**config.mk**
```make
export PLATFORM = sky130hd
export DESIGN_NAME = sync_mark_detect
export DESIGN_NICKNAME = d
export VERILOG_FILES = /design/src/rtl/sm_sync_pkg.sv /design/src/rtl/sm_bit_window.sv /design/src/rtl/sm_hunt_ctrl.sv /design/src/rtl/sm_runlen_chk.sv /design/src/rtl/sync_mark_detect.sv
export SDC_FILE = /design/constraint.sdc
export NUM_CORES = 1
export LEC_CHECK = 0
export ABC_AREA = 1
export CORE_UTILIZATION = 45
export CTS_BUF_LIST = sky130_fd_sc_hd__clkbuf_8
export DETAILED_ROUTE_END_ITERATION = 7
export GPL_TIMING_DRIVEN = 0
export PLACE_DENSITY_LB_ADDON = 0.3
export SLEW_MARGIN = 40
export SYNTH_ARGS = -nofsm -noshare
export SYNTH_HDL_FRONTEND = slang
export SYNTH_SLANG_ARGS = --single-unit
```
**constraint.sdc**
```tcl
create_clock -name clk -period 5 [get_ports clk]
set_clock_uncertainty 0.1 [all_clocks]
set_input_delay 0.75 -clock clk [delete_from_list [all_inputs] [get_ports clk]]
set_output_delay 0.75 -clock clk [all_outputs]
set_load 0.005 [all_outputs]
```
**src/rtl/sm_sync_pkg.sv**
```systemverilog
// Package: shared types and helpers for the sync mark hunter.
// Assumes: sync patterns no wider than 32 bits.
package sm_sync_pkg;

    typedef enum logic [1:0] {
        ST_IDLE = 2'd0,
        ST_HUNT = 2'd1,
        ST_DONE = 2'd2
    } hunt_state_t;

    // Number of zero bits at the newest end of a pattern of width w.
    function automatic int trailing_zeros(input logic [31:0] pat, input int w);
        int n;
        logic stop;
        n = 0;
        stop = 1'b0;
        for (int i = 0; i < 32; i++) begin
            if (i < w && !stop) begin
                if (pat[i] == 1'b0) n = n + 1;
                else stop = 1'b1;
            end
        end
        return n;
    endfunction

endpackage

```
**src/rtl/sm_bit_window.sv**
```systemverilog
// Module: keeps the recent bit history and flags a break in alternation.
// Assumes: MARK_W >= 2; clr is held while no hunt is running.
module sm_bit_window #(
    parameter int MARK_W = 6
) (
    input  logic              clk,
    input  logic              rst_n,
    input  logic              clr,
    input  logic              bit_en,
    input  logic              bit_in,
    output logic [MARK_W-1:0] win_next,
    output logic              dev
);
    localparam int HIST_W = MARK_W - 1;

    logic [HIST_W-1:0] hist;
    logic              have_prev;

    // Window including the bit offered this cycle, newest bit at LSB.
    assign win_next = {hist, bit_in};
    // Deviation: the taken bit equals the bit before it.
    assign dev = bit_en && have_prev && (bit_in == hist[0]);

    // Shift history on each strobe; empty it when no hunt runs.
    always_ff @(posedge clk) begin
        if (!rst_n || clr) begin
            hist      <= '0;
            have_prev <= 1'b0;
        end else if (bit_en) begin
            hist      <= win_next[HIST_W-1:0];
            have_prev <= 1'b1;
        end
    end

    // without a strobe the history does not move.
    a_r2_hold_without_strobe: assert property (@(posedge clk) disable iff (!rst_n)
        (!bit_en && !clr) |=> $stable(hist));

endmodule

```
**src/rtl/sm_hunt_ctrl.sv**
```systemverilog
// Module: hunt state machine, decision point, timeout window.
// Assumes: TAIL_BITS is the number of mark bits after the first pair of
// equal bits (3 for 100100); TIMEOUT >= 1.
module sm_hunt_ctrl
    import sm_sync_pkg::*;
#(
    parameter int              MARK_W    = 6,
    parameter logic [MARK_W-1:0] SYNC_PAT = 6'b100100,
    parameter int              TAIL_BITS = 3,
    parameter int              TIMEOUT   = 64
) (
    input  logic              clk,
    input  logic              rst_n,
    input  logic              lock,
    input  logic              bit_en,
    input  logic              dev,
    input  logic [MARK_W-1:0] win_next,
    output logic              win_clr,
    output logic              mark_hit,
    output logic              found,
    output logic              err,
    output logic              tmo
);
    localparam int CNT_W = $clog2(TIMEOUT + 1);
    localparam int REM_W = $clog2(TAIL_BITS + 1);

    hunt_state_t      state;
    logic [CNT_W-1:0] bit_cnt;
    logic [CNT_W-1:0] cnt_nx;
    logic [REM_W-1:0] rem;
    logic             armed;
    logic             take;
    logic             decide;
    logic             mark_miss;
    logic             tmo_hit;

    assign win_clr = (state != ST_HUNT);

    // Decide outcome for the bit taken this cycle.
    always_comb begin
        take      = (state == ST_HUNT) && lock && bit_en;
        cnt_nx    = bit_cnt + 1'b1;
        decide    = take && armed && (rem == REM_W'(1));
        mark_hit  = decide && (win_next == SYNC_PAT);
        mark_miss = decide && (win_next != SYNC_PAT);
        tmo_hit   = take && !decide && (cnt_nx == CNT_W'(TIMEOUT));
    end

    // State, counters and registered one-cycle outcome pulses.
    always_ff @(posedge clk) begin
        if (!rst_n) begin
            state   <= ST_IDLE;
            bit_cnt <= '0;
            rem     <= '0;
            armed   <= 1'b0;
            found   <= 1'b0;
            err     <= 1'b0;
            tmo     <= 1'b0;
        end else begin
            found <= mark_hit;
            err   <= mark_miss;
            tmo   <= tmo_hit;
            case (state)
                ST_IDLE: begin
                    bit_cnt <= '0;
                    rem     <= '0;
                    armed   <= 1'b0;
                    if (lock) state <= ST_HUNT;
                end
                ST_HUNT: begin
                    if (!lock) begin
                        state <= ST_IDLE;
                    end else if (mark_hit || mark_miss || tmo_hit) begin
                        state <= ST_DONE;
                    end else if (bit_en) begin
                        bit_cnt <= cnt_nx;
                        if (armed) begin
                            rem <= rem - 1'b1;
                        end else if (dev) begin
                            armed <= 1'b1;
                            rem   <= REM_W'(TAIL_BITS);
                        end
                    end
                end
                ST_DONE: begin
                    if (!lock) state <= ST_IDLE;
                end
                default: state <= ST_IDLE;
            endcase
        end
    end

    // outcomes exclusive and one cycle long.
    a_r6_exclusive: assert property (@(posedge clk) disable iff (!rst_n)
        $onehot0({found, err, tmo}));
    a_r6_single_cycle: assert property (@(posedge clk) disable iff (!rst_n)
        (found || err || tmo) |=> !(found || err || tmo));
    // a finished hunt stays quiet.
    a_r7_quiet_when_done: assert property (@(posedge clk) disable iff (!rst_n)
        (state == ST_DONE) |=> !(found || err || tmo));
    // bit counter never passes the window during a hunt.
    a_r5_window_bound: assert property (@(posedge clk) disable iff (!rst_n)
        (state == ST_HUNT) |-> (bit_cnt < CNT_W'(TIMEOUT)));
    // a timeout comes only from a running hunt.
    a_r5_tmo_from_hunt: assert property (@(posedge clk) disable iff (!rst_n)
        tmo |-> ($past(state) == ST_HUNT));

endmodule

```
**src/rtl/sm_runlen_chk.sv**
```systemverilog
// Module: run-length guard for the encoded data after a clean mark.
// Assumes: start is a one-cycle pulse on the edge taking the mark's last
// bit; SEED_ZEROS is the number of zeros ending the mark.
module sm_runlen_chk #(
    parameter int MAX_ZEROS  = 7,
    parameter int SEED_ZEROS = 2
) (
    input  logic clk,
    input  logic rst_n,
    input  logic start,
    input  logic clear,
    input  logic bit_en,
    input  logic bit_in,
    output logic viol
);
    localparam int ZW = $clog2(MAX_ZEROS + 2);

    logic          active;
    logic [ZW-1:0] zcnt;

    // Track zeros since the last one bit and flag both run limits.
    always_ff @(posedge clk) begin
        if (!rst_n) begin
            active <= 1'b0;
            zcnt   <= '0;
            viol   <= 1'b0;
        end else begin
            viol <= 1'b0;
            if (clear) begin
                active <= 1'b0;
            end else if (start) begin
                active <= 1'b1;
                zcnt   <= ZW'(SEED_ZEROS);
            end else if (active && bit_en) begin
                if (bit_in) begin
                    viol <= (zcnt == '0);
                    zcnt <= '0;
                end else begin
                    if (zcnt == ZW'(MAX_ZEROS)) viol <= 1'b1;
                    if (zcnt <= ZW'(MAX_ZEROS)) zcnt <= zcnt + 1'b1;
                end
            end
        end
    end

    // a violation needs an armed guard.
    a_r8_viol_needs_active: assert property (@(posedge clk) disable iff (!rst_n)
        viol |-> $past(active));
    // zero counter saturates one above the limit.
    a_r8_zcnt_saturates: assert property (@(posedge clk) disable iff (!rst_n)
        zcnt <= ZW'(MAX_ZEROS + 1));
    // a clear leaves the guard idle and silent.
    a_r9_clear_stops: assert property (@(posedge clk) disable iff (!rst_n)
        clear |=> (!active && !viol));

endmodule

```
**src/rtl/sync_mark_detect.sv**
```systemverilog
// Module: top of the sync mark hunter; wires history, hunt control and
// run-length guard. Assumes one bit per bit_en_i strobe, inputs synchronous.
module sync_mark_detect
    import sm_sync_pkg::*;
#(
    parameter int                MARK_W       = 6,
    parameter logic [MARK_W-1:0] SYNC_PAT     = 6'b100100,
    parameter int                TAIL_BITS    = 3,
    parameter int                TIMEOUT_BITS = 64,
    parameter int                MAX_ZERO_RUN = 7
) (
    input  logic clk,
    input  logic rst_n,
    input  logic lock_i,
    input  logic bit_en_i,
    input  logic bit_i,
    input  logic rl_clear_i,
    output logic sync_found_o,
    output logic sync_err_o,
    output logic sync_tmo_o,
    output logic rl_viol_o
);
    localparam int SEED_ZEROS = trailing_zeros(32'(SYNC_PAT), MARK_W);

    logic [MARK_W-1:0] win_next;
    logic              dev;
    logic              win_clr;
    logic              mark_hit;

    sm_bit_window #(.MARK_W(MARK_W)) u_window (
        .clk      (clk),
        .rst_n    (rst_n),
        .clr      (win_clr),
        .bit_en   (bit_en_i),
        .bit_in   (bit_i),
        .win_next (win_next),
        .dev      (dev)
    );

    sm_hunt_ctrl #(
        .MARK_W    (MARK_W),
        .SYNC_PAT  (SYNC_PAT),
        .TAIL_BITS (TAIL_BITS),
        .TIMEOUT   (TIMEOUT_BITS)
    ) u_hunt (
        .clk      (clk),
        .rst_n    (rst_n),
        .lock     (lock_i),
        .bit_en   (bit_en_i),
        .dev      (dev),
        .win_next (win_next),
        .win_clr  (win_clr),
        .mark_hit (mark_hit),
        .found    (sync_found_o),
        .err      (sync_err_o),
        .tmo      (sync_tmo_o)
    );

    sm_runlen_chk #(
        .MAX_ZEROS  (MAX_ZERO_RUN),
        .SEED_ZEROS (SEED_ZEROS)
    ) u_runlen (
        .clk    (clk),
        .rst_n  (rst_n),
        .start  (mark_hit),
        .clear  (rl_clear_i),
        .bit_en (bit_en_i),
        .bit_in (bit_i),
        .viol   (rl_viol_o)
    );

    // outputs quiet right after reset.
    a_r1_reset_quiet: assert property (@(posedge clk)
        !rst_n |=> !(sync_found_o || sync_err_o || sync_tmo_o || rl_viol_o));

endmodule

```
# Word-level counts from Yosys, hierarchy flattened
# Cells that the tools add are included.
# W data, S select, Z words.
# op_classes
add_sub_neg	3
n_lt_le_gt_ge	1
n_eq_ne	16
muxes	27
bitwise	3
n_reduce_logical	27
# op_table
cell	count
$mux W7	3
$mux W2	9
$mux W4	4
$pmux W7 S2	1
$logic_and A1 B1 Y1	11
$ne A2 B2 Y1 const B	5
$add A7 B1 Y7 const B	1
$eq A7 B7 Y1 const B	1
$mux W1	7
$eq A6 B6 Y1 const B	1
$ne A6 B6 Y1 const B	1
$pmux W2 S3	1
$reduce_and A3 Y1	2
$reduce_and A5 Y1	1
$add A4 B1 Y4 const B	1
$eq A2 B1 Y1 const B	2
$eq A4 B3 Y1 const B	1
$le A4 B3 Y1 const B	1
$logic_not A4 Y1	1
$pmux W2 S2	1
$reduce_and A4 Y1	1
$reduce_bool A2 Y1	2
$reduce_or A4 Y1	1
$logic_or A1 B1 Y1	3
other kinds (12)	15
# word_totals
register_bits	27
in_bits	6
output_inout_bits	4

# Depth between registers and ports, before layout
# logic_depth
depth_word	12
depth_mapped	13
depth_no_buf	13

# By module
# A second synthesis with hierarchy kept.
# unflattened
cells_unflattened	224
area_unflattened_um2	1483.9
# by_module_without_submodules
mod	n_inst	cells_per_inst	area_per_inst_um2	seq_area_each_um2
sm_hunt_ctrl	1	137	907.1	300.3
sm_runlen_chk	1	52	336.6	120.1
sm_bit_window	1	35	240.2	120.1

# Worst setup path after synthesis
# No wires, ideal clock.
# synth_path
path_type	input to register
startpoint	input port bit_i
endpoint	register u_runlen.zcnt[3]
setup_time_ps	117
t_arrival_ps	1924
required_ps	4783
slack_ps	2859
stages	9
path_buffers	0
cell_sequence	inv_1 > ha_1 > nand2_1 > nor4b_1 > nand2_2 > a21oi_4 > o21ai_0 > nand2_1 > a21oi_1
# synth_via
elab_chain_cells	4
elab_cells_between_ends	8
# synth_lines
item	line	rtl
start, declared	sync_mark_detect.sv:16	input logic bit_i,
$eq A6 B6 Y1	sm_hunt_ctrl.sv:44	mark_hit = decide && (win_next == SYNC_PAT);
$logic_and A1 B1 Y1	sm_hunt_ctrl.sv:44	
$reduce_bool A3 Y1 (no source line) / $reduce_bool A2 Y1 (equally long branches)	-	
$reduce_and A3 Y1 (no source line)	-	
end signal, assigned	sm_runlen_chk.sv:33	zcnt <= ZW'(SEED_ZEROS);
end signal, assigned	sm_runlen_chk.sv:40	if (zcnt <= ZW'(MAX_ZEROS)) zcnt <= zcnt + 1'b1;
end, declared	sm_runlen_chk.sv:19	logic [ZW-1:0] zcnt;
# Parallel ways exist; a longest one is shown, timed or not. The select of a mux whose other input is x is not followed.
# A chain may end at the register's enable or synchronous reset.

# Final worst setup path
# Same ends and word-level chain as after synthesis.

==> results.md <==
- Overflow left after global routing: 0
- Maximum number of pins on one net before global-route repair: 18
- Core Footprint: 3030 sq um
- P&R area growth vs syn: 13.6%
- CP arrival: 2770 ps
- Final slew viol count: 0
- Vias in the first global route: around 1.1k
- Worst Max-Slew Pin Slew: between 500 and 600 ps
- Global-route wire length before repair: 4820 um
- Via-per-instance ratio: 4.92
- Antenna violations before repair: 0
- Level count of the clock H-tree: 1
- Clock latency reported for the late side of the worst-skew pair: approximately 280 ps
- Setup TNS after final layout: 0 ps
- Final Cycle Share: 0.537
- Leakage power figure: 0.664 nW
- First drt pass iteration count: 4
- Post-synthesis xor/xnor area fraction: 0
- Distinct cells, synth: 26
- Compound-gate portion of the synthesized area: 0.145
- Mux cell area share after synthesis: 0
- Post-route DRC violation count: 0
- Quantity of gates resized following cts: 0
- Worst hold path type: flip-flop to flip-flop
- Maximum capacitance violations: 0
- Overall routing resource usage: 0.183
- HPWL Detailed: 2010 um
- CTS tree: built
- Post-cts hold buffer count: 0
- Maximum vdd ir drop: ~0.17 mV
- Die span in x: between 50 and 60 um
- WL final: ~2900 um
- Pwr per Cell Area: roughly 240 nW/um^2
- Kind of launch point of the worst setup path: input pin
- Syn_area_per_cell: 7.10 sq um
- Inserted Clock Buffers: 3
- Final net count: 228
- Share of the yosys chip area belonging to registers: 0.377
- Synth top area share: 0.377
- Floorplan row count: 20
- Leading area contributor after synthesis: sky130_fd_sc_hd__dfxtp_1
- Largest driver fanout on the critical path: 8
- Upper clock frequency limit: ~370 MHz
- CTS max path bufs: 2
- Number of top-level design ports: 10
- Fraction of layout cells with a size suffix above 1: 0.116
- DRC marker count from the first detailed-route iteration: between 70 and 80
- Post-Synth Adder-Cell Area: 0.0523
- Class of the most critical setup path: input pin to flip-flop
- Normalized max-slew margin: 0.648
- Status: complete, no violations
- Synthesized instance count: between 200 and 250
- Power spent charging and discharging nets: between 100 and 150 uW
- Final number of hold-violating endpoints: 0
- Setup Viol. Count Final: 0
- Port Buffer Count: 9
- Sw frac: 0.268
- CTS clock-pin slew for the worst setup and hold paths: about 100 ps
- Crit path capture type: flip-flop
- Finished Core Util: 0.538
- Routability Congestion: 0.788
- Placement-stage cell area: around 1600 sq um
- Synthesized-area fraction occupied by and/or/nand/nor cells: 0.335
- Diodes inserted: 0
- Clock root buffer master: sky130_fd_sc_hd__clkbuf_8
- Post-layout minimum cycle time: ~2700 ps
- Average detailed-routed wire length per instance: between 10 and 15 um
- Net count after synthesis: roughly 210
- Part of the total power dissipated in combinational logic: 0.096
- Unrepaired setup endpoints after global routing: no
- Internal Dissipation: a little under 300 uW
- Routed Antenna Nets: 0
- Seq cells post-synth: 27
- WP data required: 5090 ps
- Initial core utilization: 0.474
- Die boundary height: between 50 and 60 um
- DIE AREA: roughly 3400 sq um
- Layout Cell Area excl Fill: approximately 1600 sq um
- Clock network power share: 0.345
- Final hold slack: 366 ps
- Routed via count: 1274
- Clk sink count: 27
- Largest cells by area after synthesis: sky130_fd_sc_hd__dfxtp_1 (38%), sky130_fd_sc_hd__nand2_1 (14%), sky130_fd_sc_hd__inv_1 (7.1%)
- Buffer count from post-CTS setup fixing: 0
- Number of warnings issued by yosys: 0
- Sequential Power Share: 0.559
- Netlist Area Pre-Place: around 1400 sq um
- Combinational family with the most area after synthesis: simple AND/OR/NAND/NOR gates
-- placed cells by master (no fill, tap or decap), types with 2 or more instances in the layout --
cell type	instances
sky130_fd_sc_hd__clkbuf_8	3
sky130_fd_sc_hd__inv_1	27
sky130_fd_sc_hd__dfxtp_1	27
sky130_fd_sc_hd__ha_1	6
sky130_fd_sc_hd__o21ai_0	8
sky130_fd_sc_hd__or2_2	2
sky130_fd_sc_hd__nand2_2	5
sky130_fd_sc_hd__a21oi_1	19
sky130_fd_sc_hd__nor2_4	3
sky130_fd_sc_hd__nor4_1	2
sky130_fd_sc_hd__nand4_1	3
sky130_fd_sc_hd__clkdlybuf4s50_1	9
sky130_fd_sc_hd__nor2_1	16
sky130_fd_sc_hd__nand3_1	10
sky130_fd_sc_hd__nor2_2	2
sky130_fd_sc_hd__nand2_1	54
sky130_fd_sc_hd__nor3_1	4
sky130_fd_sc_hd__inv_2	3
sky130_fd_sc_hd__a21oi_4	2
-- worst paths after layout --
kind	start	end	slack, ps	cells past startpoint
min	u_hunt.rem[1]	u_hunt.rem[1]	370	2
max reg2reg	u_hunt.bit_cnt[1]	u_hunt.bit_cnt[6]	3020	13
min reg2reg	u_hunt.rem[1]	u_hunt.rem[1]	370	2
max	bit_i	u_runlen.zcnt[3]	2320	10
-- final cells by class --
class	instances	area (sq um)
Buffer	2	18.8
Clock buffer	3	41.3
Clock inverter	1	8.76
Fill cell	299	1400
Inverter	30	113
Multi-Input combinational cell	143	763
Sequential cell	27	541
Tap cell	44	55.1
Timing Repair Buffer	9	90.1
-- power by group through the flow --
stage / clock network, mW / logic [mW] / registers [mW]
2_1_floorplan: 0 / 0.0258 / 0.227
3_3_place_gp: 0 / 0.0375 / 0.228
3_5_place_dp: 0 / 0.0375 / 0.228
4_1_cts: 0.142 / 0.0379 / 0.223
5_1_grt: 0.151 / 0.0427 / 0.224
6_report: 0.137 / 0.0381 / 0.223
-- layer usage --
layer / vias to the layer above / part of all wire / track usage
li1: 670 / - / -
met1: 552 / 0.49 / 0.236
met2: 40 / 0.44 / 0.292
met3: 12 / 0.050 / 0.0527
met4: 0 / 0.022 / 0.0612
met5: - / 0 / 0
-- through the flow --
stage          power, mW  cells  setup WS (ps)
6_report           0.399    259           2320
2_1_floorplan      0.253    202           2860
5_1_grt            0.417    259           2170
3_5_place_dp       0.265    255           2020
4_1_cts            0.402    259           2320
3_3_place_gp       0.265    255           2060
-- worst max-delay path, cell delays in order --
cell and delay [ps]:
sky130_fd_sc_hd__clkdlybuf4s50_1 480, sky130_fd_sc_hd__inv_1 150, sky130_fd_sc_hd__ha_1 160, sky130_fd_sc_hd__nand2_1 50, sky130_fd_sc_hd__nor4b_1 460, sky130_fd_sc_hd__nand2_2 200, sky130_fd_sc_hd__a21oi_4 260, sky130_fd_sc_hd__o21ai_0 120
sky130_fd_sc_hd__nand2_1 110, sky130_fd_sc_hd__a21oi_1 50
-- cell families (layout without fill, tap and decap cells) --
kind of cell / count (synthesis) / in the layout
flops: 27 / 27
compound gates: 34 / 34
simple gates: 103 / 103
fa+ha+maj: 6 / 6
buf+inv: 32 / 45
-- state kept, by name (all words and copies together), names as in the netlist --
name and flops:
u_hunt.rem 2, u_window.have_prev 1, u_runlen.active 1, u_hunt.bit_cnt 7, u_window.hist 5, u_hunt.err 1, u_runlen.zcnt 4, u_runlen.viol 1
u_hunt.armed 1, u_hunt.found 1, u_hunt.tmo 1, u_hunt.state 2
-- synth_stat cells, drive strengths merged --
library cell	n
nor3	4
inv	30
dfxtp	27
or2	2
nand3	11
nand2	59
o2111ai	1
nor4b	1
o211a	1
ha	6
nand4	3
o21bai	1
clkbuf	1
nor4	2
nor2	21
a21oi	22
o21ai	9
buf	1
No activity file was read; power rests on OpenSTA's default activity.
